## config.mk

```make
export PLATFORM = sky130hd
export DESIGN_NAME = bclk_frame_gen
export DESIGN_NICKNAME = d
export VERILOG_FILES = /design/src/rtl/bcf_pkg.sv /design/src/rtl/bcf_frame_timer.sv /design/src/rtl/bcf_cfg_latch.sv /design/src/rtl/bcf_bit_timer.sv /design/src/rtl/bclk_frame_gen.sv
export SDC_FILE = /design/constraint.sdc
export NUM_CORES = 1
export LEC_CHECK = 0
export BUFFER_PORTS_ARGS = -buffer_cell sky130_fd_sc_hd__buf_2
export CORE_MARGIN = 3
export CORE_UTILIZATION = 25
export CTS_CLUSTER_SIZE = 40
export DETAILED_ROUTE_END_ITERATION = 10
export GPL_ROUTABILITY_DRIVEN = 0
export HOLD_SLACK_MARGIN = 0.06
export PLACE_DENSITY = 0.51
export SLEW_MARGIN = 25
export SYNTH_ARGS = -nofsm -noshare
export SYNTH_HDL_FRONTEND = slang
export SYNTH_SLANG_ARGS = --single-unit
```

## constraint.sdc

```tcl
create_clock -name clk -period 2.9 [get_ports clk]
set_clock_uncertainty 0.2 [all_clocks]
set_input_delay 0.58 -clock clk [delete_from_list [all_inputs] [get_ports clk]]
set_output_delay 0.58 -clock clk [all_outputs]
set_load 0.02 [all_outputs]
```

## src/rtl/bcf_pkg.sv

```systemverilog
package bcf_pkg;

  localparam int unsigned SLOW_KHZ  = 256;
  localparam int unsigned RATE2_KHZ = 512;
  localparam int unsigned RATE3_KHZ = 1536;
  localparam int unsigned RATE4_KHZ = 2048;
  localparam int unsigned FAST_KHZ  = 2560;

  localparam logic [1:0] FMT_FOUR   = 2'b11;
  localparam logic [2:0] CODE_SLOW  = 3'd0;
  localparam logic [2:0] CODE_LAST  = 3'd4;

  // configuration taken into use at a frame boundary
  typedef struct packed {
    logic       run;
    logic       err;
    logic       delayed;
    logic [2:0] code;
  } live_cfg_t;

  // legality of a rate code against the frame format
  function automatic logic combo_legal(input logic [2:0] code, input logic [1:0] fmt);
    logic ok;
    ok = (code <= CODE_LAST);
    if (code == CODE_SLOW && fmt == FMT_FOUR) ok = 1'b0;
    return ok;
  endfunction

  // reference cycles per bit period; 0 for unused codes
  function automatic int unsigned div_of(input logic [2:0] code, input int unsigned ref_khz);
    case (code)
      3'd0:    return ref_khz / SLOW_KHZ;
      3'd1:    return ref_khz / RATE2_KHZ;
      3'd2:    return ref_khz / RATE3_KHZ;
      3'd3:    return ref_khz / RATE4_KHZ;
      3'd4:    return ref_khz / FAST_KHZ;
      default: return 0;
    endcase
  endfunction

endpackage

```

## src/rtl/bcf_frame_timer.sv

```systemverilog
module bcf_frame_timer #(
  parameter int unsigned FRAME_LEN = 3840
) (
  input  logic clk,
  input  logic rst_n,
  output logic frame_wrap
);
  localparam int unsigned FRM_W = $clog2(FRAME_LEN);
  localparam logic [FRM_W-1:0] LAST = FRM_W'(FRAME_LEN - 1);

  logic [FRM_W-1:0] frm_q;

  assign frame_wrap = (frm_q == LAST);

  always_ff @(posedge clk) begin
    if (!rst_n)          frm_q <= '0;
    else if (frame_wrap) frm_q <= '0;
    else                 frm_q <= frm_q + FRM_W'(1);
  end

  AST_WRAP_ISOLATED: assert property (@(posedge clk) disable iff (!rst_n)
    frame_wrap |=> !frame_wrap);

endmodule

```

## src/rtl/bcf_cfg_latch.sv

```systemverilog
module bcf_cfg_latch
  import bcf_pkg::*;
(
  input  logic       clk,
  input  logic       rst_n,
  input  logic       load,
  input  logic       mw_sel,
  input  logic       cfg_master,
  input  logic [1:0] cfg_fmt,
  input  logic [2:0] cfg_clk_sel,
  input  logic       cfg_ddm,
  output live_cfg_t  live
);
  logic      drive;
  logic      legal;
  live_cfg_t nxt;

  always_comb begin
    drive       = mw_sel && cfg_master;
    legal       = combo_legal(cfg_clk_sel, cfg_fmt);
    nxt.run     = drive && legal;
    nxt.err     = drive && !legal;
    nxt.delayed = cfg_ddm && (cfg_fmt != FMT_FOUR);
    nxt.code    = cfg_clk_sel;
  end

  always_ff @(posedge clk) begin
    if (!rst_n)    live <= '0;
    else if (load) live <= nxt;
  end

  AST_ALT_MODE_NO_ERR: assert property (@(posedge clk) disable iff (!rst_n)
    (load && !mw_sel) |=> (!live.err && !live.run));

  AST_SLAVE_IDLE: assert property (@(posedge clk) disable iff (!rst_n)
    (load && mw_sel && !cfg_master) |=> (!live.err && !live.run));

endmodule

```

## src/rtl/bcf_bit_timer.sv

```systemverilog
module bcf_bit_timer
  import bcf_pkg::*;
#(
  parameter int unsigned REF_KHZ = 30720,
  parameter int unsigned DIV_W   = 7,
  parameter int unsigned BIT_W   = 9
) (
  input  logic       clk,
  input  logic       rst_n,
  input  logic       restart,
  input  logic       run,
  input  logic       delayed,
  input  logic [2:0] code,
  output logic       bclk_o,
  output logic       tick_o,
  output logic       fs_o,
  output logic       ds_o
);
  logic [DIV_W-1:0] div_v;
  logic [DIV_W-1:0] half_v;
  logic [DIV_W-1:0] ph_q;
  logic [BIT_W-1:0] bit_q;
  logic [BIT_W-1:0] ds_bit;
  logic             ph_last;

  assign div_v   = DIV_W'(div_of(code, REF_KHZ));
  assign half_v  = div_v >> 1;
  assign ph_last = (ph_q == (div_v - DIV_W'(1)));
  assign ds_bit  = delayed ? BIT_W'(1) : '0;

  always_ff @(posedge clk) begin
    if (!rst_n || restart || !run) begin
      ph_q  <= '0;
      bit_q <= '0;
    end else if (ph_last) begin
      ph_q  <= '0;
      bit_q <= bit_q + BIT_W'(1);
    end else begin
      ph_q  <= ph_q + DIV_W'(1);
    end
  end

  assign bclk_o = run && (ph_q < half_v);
  assign tick_o = run && (ph_q == '0);
  assign fs_o   = run && (bit_q == '0);
  assign ds_o   = run && (bit_q == ds_bit);

  AST_TICK_MARKS_RISE: assert property (@(posedge clk) disable iff (!rst_n)
    $rose(bclk_o) |-> tick_o);

  AST_DS_DELAYED_AFTER_FS: assert property (@(posedge clk) disable iff (!rst_n)
    ($rose(ds_o) && delayed) |-> $fell(fs_o));

  AST_DS_DIRECT_WITH_FS: assert property (@(posedge clk) disable iff (!rst_n)
    ($rose(ds_o) && !delayed) |-> fs_o);

endmodule

```

## src/rtl/bclk_frame_gen.sv

```systemverilog
module bclk_frame_gen
  import bcf_pkg::*;
#(
  parameter int unsigned REF_KHZ   = 30720,
  parameter int unsigned FRAME_KHZ = 8
) (
  input  logic       clk,
  input  logic       rst_n,
  input  logic       mw_sel,
  input  logic       cfg_master,
  input  logic [1:0] cfg_fmt,
  input  logic [2:0] cfg_clk_sel,
  input  logic       cfg_ddm,
  output logic       bclk_out,
  output logic       bclk_tick,
  output logic       fsync,
  output logic       data_start,
  output logic       cfg_err
);
  localparam int unsigned FRAME_LEN = REF_KHZ / FRAME_KHZ;
  localparam int unsigned DIV_W     = $clog2(REF_KHZ / SLOW_KHZ + 1);
  localparam int unsigned BIT_W     = $clog2(FRAME_LEN / (REF_KHZ / FAST_KHZ) + 1);

  logic      frame_wrap;
  live_cfg_t live;

  bcf_frame_timer #(.FRAME_LEN(FRAME_LEN)) frame_i (
    .clk        (clk),
    .rst_n      (rst_n),
    .frame_wrap (frame_wrap)
  );

  bcf_cfg_latch cfg_i (
    .clk         (clk),
    .rst_n       (rst_n),
    .load        (frame_wrap),
    .mw_sel      (mw_sel),
    .cfg_master  (cfg_master),
    .cfg_fmt     (cfg_fmt),
    .cfg_clk_sel (cfg_clk_sel),
    .cfg_ddm     (cfg_ddm),
    .live        (live)
  );

  bcf_bit_timer #(.REF_KHZ(REF_KHZ), .DIV_W(DIV_W), .BIT_W(BIT_W)) bit_i (
    .clk     (clk),
    .rst_n   (rst_n),
    .restart (frame_wrap),
    .run     (live.run),
    .delayed (live.delayed),
    .code    (live.code),
    .bclk_o  (bclk_out),
    .tick_o  (bclk_tick),
    .fs_o    (fsync),
    .ds_o    (data_start)
  );

  assign cfg_err = live.err;

  AST_ERR_SILENCES_OUTPUTS: assert property (@(posedge clk) disable iff (!rst_n)
    cfg_err |-> (!bclk_out && !fsync && !data_start && !bclk_tick));

  AST_CFG_HOLDS_IN_FRAME: assert property (@(posedge clk) disable iff (!rst_n)
    !frame_wrap |=> $stable(live));

  AST_FSYNC_AT_FRAME_START: assert property (@(posedge clk) disable iff (!rst_n)
    frame_wrap |=> ((fsync == live.run) && (bclk_tick == live.run)));

endmodule

```

Word level (Yosys, flattened, before mapping)
Index checks and enable logic that the tools add are counted.
{ "totals": {"ff_bits": 34, "out_inout_bits": 5, "elab_cells": 46} }
{ "classes": {"addsub": 4, "order_cmp": 2, "n_eq_ne": 9, "muxes": 3, "bitwise_logic": 1, "reduce_logical": 20} }
{ "op_table": {"columns": ["operator", "n"], "rows": [
  ["$pmux 7 s5", 1],
  ["$add 12x1->12 const B", 1],
  ["$eq 12x12->1 const B", 1],
  ["$add 9x1->9 const B", 1],
  ["$eq 9x9->1", 1],
  ["$logic_and 1x1->1", 9],
  ["$logic_not 9->1", 1],
  ["$add 7x1->7 const B", 1],
  ["$eq 7x7->1", 1],
  ["$logic_not 7->1", 1],
  ["$lt 7x6->1", 1],
  ["$sub 7x1->7 const B", 1],
  ["$eq 3x2->1 const B", 2],
  ["$logic_not 3->1", 2],
  ["$reduce_or 2->1", 2],
  ["$eq 3x1->1 const B", 1],
  ["$eq 3x3->1 const B", 1],
  ["$le 3x3->1 const B", 1],
  ["$logic_not 1->1", 3],
  ["$eq 2x2->1 const B", 1],
  ["$logic_or 1x1->1", 2],
  ["$mux 1", 2],
  ["$ne 2x2->1 const B", 1],
  ["$not 1->1", 1]
]} }

Logic depth before layout (Yosys ltp)
Gate-level depths: netlist (run 1).
{ "depth": {"word_depth": 5, "depth_mapped": 10, "ltp_nobuf": 8} }

By module
A second synthesis (run 1) with hierarchy kept.
{ "hier_totals": {"hier_cells": 226, "area_unflattened_um2": 2065.7} }
{ "by_module_without_submodules": {"columns": ["module", "n_inst", "cells_per_inst", "area_each_um2", "seq_area_each_um2"], "rows": [
  ["bcf_bit_timer", 1, 141, 1249.9, 320.3],
  ["bcf_frame_timer", 1, 59, 545.5, 240.2],
  ["bcf_cfg_latch", 1, 26, 270.3, 120.1]
]} }

Least setup slack after synthesis (run 1)
OpenSTA, ideal clock, no wires.
{ "synth_timing": {"kind": "reg-to-output", "startpoint": "register, netlist name cfg_i.live[2]", "endpoint": "output bclk_out", "arrival_ns": 1.998, "required_time_ns": 2.120, "path_slack_ns": 0.122, "path_stages_with_launch": 10, "path_buffers": 1, "path_cell_list": "dfxtp_1 -> buf_4 -> or3_1 -> nand2_1 -> ha_1 -> nor2b_1 -> o21a_1 -> o21ai_0 -> nand2b_1 -> a31oi_1"} }
{ "synth_between": {"elab_chain_len": 4} }
{ "synth_lines": {"columns": ["item", "line_no", "source"], "rows": [
  ["$eq 3x3->1, or another cell as far along", "bcf_pkg.sv:31", "case (code)"],
  ["$pmux 7 s5 *", "bcf_pkg.sv:31", null],
  ["$lt 7x6->1 *", "bcf_bit_timer.sv:43", "assign bclk_o = run && (ph_q < half_v);"],
  ["$logic_and 1x1->1 *", "bcf_bit_timer.sv:43", null],
  ["to (decl)", "bclk_frame_gen.sv:14", "output logic bclk_out,"]
]} }
Mark *: on every way between the ends. The rest lies on a longest branch, timed or not.

Worst setup path in the final report (run 1)
{ "layout_timing": {"startpoint": "register, netlist name cfg_i.live[0]", "endpoint": "output bclk_out"} }
{ "layout_between": {"elab_chain_len": 4} }
{ "layout_lines": {"columns": ["item", "line_no"], "rows": [
  ["$eq 3x3->1, or another cell as far along", "bcf_pkg.sv:31"],
  ["$pmux 7 s5 *", "bcf_pkg.sv:31"],
  ["$lt 7x6->1 *", "bcf_bit_timer.sv:43"],
  ["$logic_and 1x1->1 *", "bcf_bit_timer.sv:43"]
]} }
Marked as above.

==> flow_summary.ini, run 1 <==
[synth]
synth_top_family_by_area = simple AND/OR/NAND/NOR gates
ys_seq_area_share_pct = 34.8
postSynth.asyncResetShare_pct = 0
yosys.area.top_type = dfxtp_1
synth.top_cell.area_share_pct = 34.8
synthAdderAreaFrac_pct = 7.67
synthTopCellsByCount = dfxtp_1, nand2_1, nor2_1
synth_mux_area_share_pct = 0.575
synth_warnings = 0
yosys-top-cells-area = dfxtp_1, ha_1, nand2_1, xor2_1, nor2_1
synth_edf_count = 0
synthCells = 227
synthSimpleGateAreaFrac_pct = 29.5
synth_most_common_cell = dfxtp_1
synth_area_sq_um = 1960
synthesis.nets = 249
avgSynthCellArea_sq_um = 8.62
synth_compound_area_share_pct = 13.7
ys_seq_elements = 34
synth_xor_area_share_pct = 7.61
synth_cell_types = 46
yosys_most_used_dff = dfxtp_1

[min_path]
hold_class = reg -> reg

[die]
design.core.area_sq_um = 7410
io_pins = 15
dieArea_sq_um = 8930
fp-row-count = 31
die_w_um = 94.5
fp.dieH_um = 94.5
start_util_pct = 26.4

[power_and_ir_drop]
power_switching_w = 0.000178
clkPwrFrac_pct = 39.6
p_per_area_nw_per_um2 = 372
p_sw_share_pct = 21.7
intPower_w = 0.000640
combPwrFrac_pct = 2.4
sequentialPowerShare_pct = 58.0
p_leak_nw = 0.830
peakVddDrop_uv = 116

[timing]
max_freq_mhz = 356
relSlewSlack_pct = 51.6
setup_violations = 0
rsz0062_at_grt = true
fin_crit_sh_pct = 96.8
worst_pin_slew_ns = 0.726
post-route-min-period_ns = 2.81
maxSlewViolCount = 0
hold_viol = 0

[clock_tree]
postCtsHoldBufs = 0
cts.htree.levels = 2
clock_latency_ns = 0.28
cts_tree = yes
clock_sinks = 34
root_buffer = clkbuf_8
cts_max_path_buffers = 2
post-cts-setup-buffers = 0
path_clk_slew_ns = 0.07
numCtsBuffers = 5

[critical_path]
slowest_delay_ns = 0.39
start_kind = flip-flop
worstPathRequired_ns = 2.12
path_cells = or3_4, nand2_4, ha_1, nor2b_1, o21a_1, o21ai_1, nand2b_1, a31oi_1, buf_4
critPathSlowestCell = or3_4
worstPathMaxFanout = 4
critical_path.endpoint_type = output pin
worstSetupPathType = reg -> out
cp.arrival_ns = 2.03

[final_layout]
finalInstanceArea_sq_um = 2200
instances_no_fill = 343
layout-drive-gt1-share_pct = 16.0
diodes = 0
num-nets-final = 266
area.growth.synth_to_final_pct = 12.5
postLayoutCoreUtil_pct = 29.7

[route]
first_pass_iters = 4
routed_wirelength_mm = 4.05
num_vias = 1606
vias_per_cell = 4.68
drtAntennaViolNets = 0
drt_iter0_drc = 77
drc = 0
avgRoutedWirePerCell_um = 11.8

[placed_design]
port_buffers = 14
dp_hpwl_mm = 3.00
place_inst = 336
dpl-instance-area_sq_um = 2110

[global_routing]
first_global_vias = 1498
grt_max_degree = 20
antenna_found_initial = 0
grt_use_total_pct = 9.67
grt_overflow = 0
grt_pass1_wl_mm = 6.82

[outcome]
status = finished clean

[run]
drv_cap = 0
flip-flops by register name, indices dropped and copies added (netlist names):
name           cells
frame_i.frm_q     12
bit_i.bit_q        9
bit_i.ph_q         7
cfg_i.live         6
kinds of logic (layout without fill, tap and decap cells):
| kind of cell | after synthesis | after routing |
|---|---|---|
| compound gates | 41 | 41 |
| xor+xnor | 17 | 17 |
| fa+ha+maj | 12 | 12 |
| buf+inv | 18 | 35 |
| flops | 34 | 34 |
| mux | 1 | 1 |
| simple gates | 104 | 104 |
worst max-delay path, delay by kind of cell, from the launching register on:
| kind | cells | cell delay (ns) |
|---|---|---|
| and+or+nand+nor | 4 | 0.64 |
| AOI/OAI and AO/OA | 3 | 0.40 |
| DFF | 1 | 0.34 |
| adders and majority gates | 1 | 0.21 |
| buffers and inverters | 1 | 0.16 |
cell usage in the layout (no fill, tap or decap), drive strengths merged, types with 8 or more instances in the layout:
cell,instances
dfxtp,34
nand2,24
buf,20
nor2,18
nand3,13
ha,12
a21oi,11
xor2,10
o21ai,10
and3,9
inv,8
cell type report:
type | instances | area (sq um)
clock buffers | 5 | 68.8
clock inverters | 2 | 10.0
fillers | 800 | 5210
inverters | 8 | 30.0
multi-input cells | 175 | 1170
flip-flops and latches | 34 | 682
well taps | 99 | 124
repair buffers | 20 | 118
through the flow:
| step | setup WS [ns] | hold slack (ns) | power (W) | setup TNS (ns) |
|---|---|---|---|---|
| 6_report | 0.0917 | 0.260 | 0.000818 | 0 |
| 5_1_grt | -0.0257 | 0.284 | 0.000851 | -0.0257 |
| 4_1_cts | 0.0181 | 0.262 | 0.000834 | 0 |
| 3_5_place_dp | 0.269 | 0.245 | 0.000504 | 0 |
| 3_3_place_gp | 0.311 | 0.240 | 0.000505 | 0 |
| 2_1_floorplan | 0.122 | 0.226 | 0.000494 | 0 |
layer usage:
layer	part of all wire (%)	global-route usage (%)	vias to the layer above	wire length [um]
met3	3.6	2.95	4	146
met5	0	0	-	0
met4	0.94	2.52	0	38
li1	-	-	848	-
met2	44	15.2	19	1780
met1	51	12.9	735	2080
path summary, 6_finish.rpt:
check,startpoint,end,slack [ns],depth (start not counted)
hold reg to reg,frame_i.frm_q[0],frame_i.frm_q[0],0.26,1
hold / removal,frame_i.frm_q[0],frame_i.frm_q[0],0.26,1
setup reg to reg,cfg_i.live[1],bit_i.bit_q[4],0.35,8
setup / recovery,cfg_i.live[0],bclk_out,0.09,9
repair_timing:
item / in CTS / in global routing
resized for setup: 3 / 3
endpoints found under the setup margin: 1 / 1
cloned: 0 / 0
endpoints found under the hold margin: 0 / 0
pin swaps: 0 / 1
power groups by stage:
stage	registers, W	clock network (W)	logic, W
after global routing	0.000474	0.000354	0.0000229
after global placement	0.000485	0	0.0000199
after detailed placement	0.000484	0	0.0000200
after floorplan	0.000484	0	0.0000101
after CTS	0.000474	0.000340	0.0000202
final	0.000474	0.000324	0.0000199
(Power assumes the default switching activity.)
==> run 2, diff against run 1 <==
==> constraint.sdc (replaced) <==
create_clock -name clk -period 3.4 [get_ports clk]
set_clock_uncertainty 0.2 [all_clocks]
set_input_delay 0.68 -clock clk [delete_from_list [all_inputs] [get_ports clk]]
set_output_delay 0.68 -clock clk [all_outputs]
set_load 0.02 [all_outputs]
==> flow_summary.ini, run 2 (synthesis gave the netlist of run 1 again) <==
[die]
dieArea_sq_um = 8930
io_pins = 15
design.core.area_sq_um = 7410
fp.dieH_um = 94.5
start_util_pct = 26.4
die_w_um = 94.5
fp-row-count = 31

[power_and_ir_drop]
p_leak_nw = 0.805
sequentialPowerShare_pct = 55.2
intPower_w = 0.000572
power_w = 0.000732
power_switching_w = 0.000159
p_sw_share_pct = 21.8
combPwrFrac_pct = 2.3
clkPwrFrac_pct = 42.5
p_per_area_nw_per_um2 = 340
peakVddDrop_uv = 125

[clock_tree]
numCtsBuffers = 5
clock_latency_ns = 0.28
cts_max_path_buffers = 2
clock_sinks = 34
root_buffer = clkbuf_8
cts_resized = 0
cts_tree = yes
cts.htree.levels = 2
path_clk_slew_ns = 0.07
post-cts-setup-buffers = 0
postCtsHoldBufs = 0

[run]
drv_cap = 0

[global_routing]
grt_pass1_wl_mm = 6.98
antenna_found_initial = 0
grt_overflow = 0
first_global_vias = 1486
grt_use_total_pct = 9.84
grt_max_degree = 20

[critical_path]
path_delay_family = simple AND/OR/NAND/NOR gates
worstPathRequired_ns = 2.52
cp.arrival_ns = 2.28
slowest_delay_ns = 0.43
critical_path_buf_inv_count = 1
critPathSlowestCell = dfxtp_1
critical_path.endpoint_type = output pin
worstSetupPathType = reg -> out
worstPathMaxFanout = 13
start_kind = flip-flop
reg2reg_slack_ns = 0.60
path_cells = or3_1, nand2_1, ha_1, nor2b_1, o21a_1, o21ai_0, nand2b_1, a31oi_1, buf_2

[route]
avgRoutedWirePerCell_um = 11.9
drc = 0
drtAntennaViolNets = 0
routed_wirelength_mm = 4.02
vias_per_cell = 4.72
num_vias = 1596
first_pass_iters = 4
drt_iter0_drc = 49

[timing]
hold_viol = 0
final.setup.tns_ns = 0
fin_crit_sh_pct = 92.9
max_freq_mhz = 317
worst_pin_slew_ns = 0.688
hold-worst-slack_ns = 0.265
relSlewSlack_pct = 54.1
setup_violations = 0
post-route-min-period_ns = 3.16
maxSlewViolCount = 0
rsz0062_at_grt = false

[final_layout]
final_common_cell = dfxtp_1
largest_register_ffs = 12
layout_common_cells = dfxtp_1, nand2_1, nor2_1
num-nets-final = 260
diodes = 0
top_register = frame_i.frm_q
area.growth.synth_to_final_pct = 9.97
layout-drive-gt1-share_pct = 12.6
reg_top3 = frame_i.frm_q x12, bit_i.bit_q x9, bit_i.ph_q x7
postLayoutCoreUtil_pct = 29.0

[placed_design]
dp_hpwl_mm = 2.95
port_buffers = 14

[outcome]
status = finished clean

[min_path]
hold_class = reg -> reg
run 2: final cells by class:
type,count,area (sq um)
clock buffers,7,86.3
clock inverters,1,5.00
fillers,843,5260
inverters,8,30.0
multi-input cells,175,1160
flip-flops and latches,34,681
well taps,99,124
repair buffers,14,70.1
run 2: worst paths after layout:
check,start,endpoint,depth (start not counted)
hold / removal,cfg_i.live[4],cfg_i.live[4],2
setup / recovery,cfg_i.live[0],bclk_out,9
hold reg to reg,cfg_i.live[4],cfg_i.live[4],2
setup reg to reg,cfg_i.live[0],bit_i.bit_q[5],7
run 2: power by group through the flow:
stage	clock, W	combinational, W	sequential (W)
final	0.000311	0.0000167	0.000404
after global routing	0.000345	0.0000198	0.000404
after CTS	0.000322	0.0000171	0.000404
after detailed placement	0	0.0000170	0.000413
after global placement	0	0.0000171	0.000413
after floorplan	0	0.00000858	0.000412
run 2: worst register-to-register path: stages, from the launching register on:
cell and delay, ns:
dfxtp_1 0.43, or3_1 0.42, nand2_1 0.10, ha_1 0.24, xor2_1 0.19, nand3b_1 0.38, or4_1 0.62, a21oi_1 0.15
run 2: metrics by stage:
| stage | cell area [sq um] | std cells | setup slack [ns] |
|---|---|---|---|
| 6_report | 2150 | 338 | 0.243 |
| 5_1_grt | 2150 | 338 | 0.0214 |
| 4_1_cts | 2150 | 338 | 0.206 |
| 3_5_place_dp | 2060 | 330 | 0.525 |
| 3_3_place_gp | 2060 | 330 | 0.573 |
| 2_1_floorplan | 1960 | 227 | 0.522 |
run 2: layer usage:
layer / wire length [um] / vias up / track usage [%]
li1: - / 840 / -
met2: 1720 / 19 / 15.0
met3: 134 / 6 / 3.27
met5: 0 / - / 0
met1: 2130 / 731 / 13.4
met4: 43 / 0 / 2.52
==> run 3, diff against run 2 <==
--- a/config.mk
+++ b/config.mk
@@ -7,12 +7,12 @@
 export LEC_CHECK = 0
 export BUFFER_PORTS_ARGS = -buffer_cell sky130_fd_sc_hd__buf_2
 export CORE_MARGIN = 3
-export CORE_UTILIZATION = 25
+export CORE_UTILIZATION = 55
 export CTS_CLUSTER_SIZE = 40
 export DETAILED_ROUTE_END_ITERATION = 10
 export GPL_ROUTABILITY_DRIVEN = 0
 export HOLD_SLACK_MARGIN = 0.06
-export PLACE_DENSITY = 0.51
+export PLACE_DENSITY = 0.85
 export SLEW_MARGIN = 25
 export SYNTH_ARGS = -nofsm -noshare
 export SYNTH_HDL_FRONTEND = slang
==> flow_summary.ini, run 3 (synthesis gave the netlist of run 1 again) <==
[timing]
rsz0062_at_grt = false
hold-worst-slack_ns = 0.276
final.setup.tns_ns = 0
maxSlewViolCount = 0
worst_pin_slew_ns = 0.689
post-route-min-period_ns = 3.20
fin_crit_sh_pct = 94.1
fin_ws_ns = 0.201
setup_violations = 0
max_freq_mhz = 313
relSlewSlack_pct = 54.1
hold_viol = 0

[power_and_ir_drop]
p_sw_share_pct = 22.3
combPwrFrac_pct = 2.2
sequentialPowerShare_pct = 55.8
power_switching_w = 0.000161
clkPwrFrac_pct = 42.0
p_per_area_nw_per_um2 = 348
peakVddDrop_uv = 272
p_leak_nw = 0.795
intPower_w = 0.000563

[final_layout]
num-nets-final = 260
final_common_cell = dfxtp_1
finalInstanceArea_sq_um = 2080
reg_top3 = frame_i.frm_q x12, bit_i.bit_q x9, bit_i.ph_q x7
largest_register_ffs = 12
area.growth.synth_to_final_pct = 6.27
layout_common_cells = dfxtp_1, nand2_1, nor2_1
layout-drive-gt1-share_pct = 13.8
top_register = frame_i.frm_q
diodes = 0

[die]
dieArea_sq_um = 4310
io_pins = 15
design.core.area_sq_um = 3390
die_w_um = 65.7
start_util_pct = 57.7
fp-row-count = 21
fp.dieH_um = 65.7

[critical_path]
crit_start = cfg_i.live[1]
start_kind = flip-flop
slowest_delay_ns = 0.44
worstPathRequired_ns = 2.52
critical_path_buf_inv_count = 1
critical_path.endpoint_type = output pin
worstPathMaxFanout = 14
r2r_cells = 7
worstSetupPathType = reg -> out
critPathSlowestCell = dfxtp_1
r2r_start = cfg_i.live[1]
r2r_end = bit_i.bit_q[5]
reg2reg_slack_ns = 0.67
path_delay_family = simple AND/OR/NAND/NOR gates
path_cells = or3_1, nand2_1, ha_1, nor2b_1, o21a_1, o21ai_0, nand2b_1, a31oi_1, buf_2
cp.arrival_ns = 2.32

[outcome]
status = finished clean

[route]
first_pass_iters = 4
avgRoutedWirePerCell_um = 12.9
num_vias = 1604
drt_iter0_drc = 48
drtAntennaViolNets = 0
drc = 0
vias_per_cell = 5.63
routed_wirelength_mm = 3.68

[clock_tree]
cts_resized = 0
cts.htree.levels = 2
cts_tree = yes
clock_sinks = 34
path_clk_slew_ns = 0.12
numCtsBuffers = 5
root_buffer = clkbuf_4
clock_latency_ns = 0.35
post-cts-setup-buffers = 0
cts_max_path_buffers = 2
postCtsHoldBufs = 0

[min_path]
hold_depth = 1
hold_class = reg -> reg
holdPathEnd = bit_i.ph_q[0]
hold_start = bit_i.ph_q[0]

[global_routing]
first_global_vias = 1414
grt_pass1_wl_mm = 6.13
grt_max_degree = 20
antenna_found_initial = 0
grt_use_total_pct = 18.3
grt_overflow = 0

[placed_design]
post-place-ws_ns = 0.540
dpl-instance-area_sq_um = 1990
dp_hpwl_mm = 2.63
port_buffers = 14

[run]
drv_cap = 0
## run 3: changes by cell type in the layout (fill, tap and decap cells not counted)
cell | previous run | this run
bufinv_16 | 0 | 1
clkbuf_1 | 1 | 0
clkbuf_4 | 0 | 5
clkbuf_8 | 6 | 0
clkinv_2 | 1 | 0
clkinvlp_4 | 0 | 2
dfxtp_1 | 34 | 32
dfxtp_2 | 0 | 2
## run 3: routing by layer
layer | part of all wire (%) | global-route usage [%] | up-vias
met3 | 3.6 | 4.10 | 6
li1 | - | - | 839
met5 | 0 | 0 | -
met4 | 1.7 | 9.07 | 0
met1 | 47 | 23.5 | 740
met2 | 47 | 28.7 | 19
## run 3: final cells by class
| cell class | count | area, sq um |
|---|---|---|
| clock buffer | 5 | 37.5 |
| clock inverter | 3 | 45.0 |
| timing repair buffer | 14 | 70.1 |
| tap | 46 | 57.6 |
| fill | 290 | 1310 |
| multi-input combinational | 175 | 1160 |
| inverter | 8 | 30.0 |
| sequential | 34 | 683 |
## run 3: power groups by stage
stage	logic, W	registers [W]	clock network, W
2_1_floorplan	0.00000858	0.000412	0
3_3_place_gp	0.0000156	0.000413	0
3_5_place_dp	0.0000161	0.000413	0
4_1_cts	0.0000161	0.000404	0.000311
5_1_grt	0.0000179	0.000405	0.000328
6_report	0.0000161	0.000404	0.000304
## run 3: how the worst max path moves through the flow
stage                     endpoint  cells past startpoint  slack, ns
final                     bclk_out                      9       0.20
after global routing      bclk_out                      9       0.01
after CTS                 bclk_out                      9       0.14
after detailed placement  bclk_out                      9       0.54
after global placement    bclk_out                      9       0.60
after floorplan           bclk_out                      9       0.52
## run 3: stage by stage
step / instances / power, W / util (%)
after floorplan: 227 / 0.000421 / -
after global placement: 277 / 0.000429 / 58.8
after detailed placement: 277 / 0.000429 / 58.8
after CTS: 285 / 0.000732 / 61.3
after global routing: 285 / 0.000751 / 61.4
final: 285 / 0.000724 / 61.4
## run 3: worst register-to-register path, cell delays in order, from the launching register on
cell      delay (ns)
dfxtp_1         0.44
or3_1           0.37
nand2_1         0.10
ha_1            0.25
xor2_1          0.16
nand3b_1        0.36
or4_1           0.63
a21oi_1         0.16
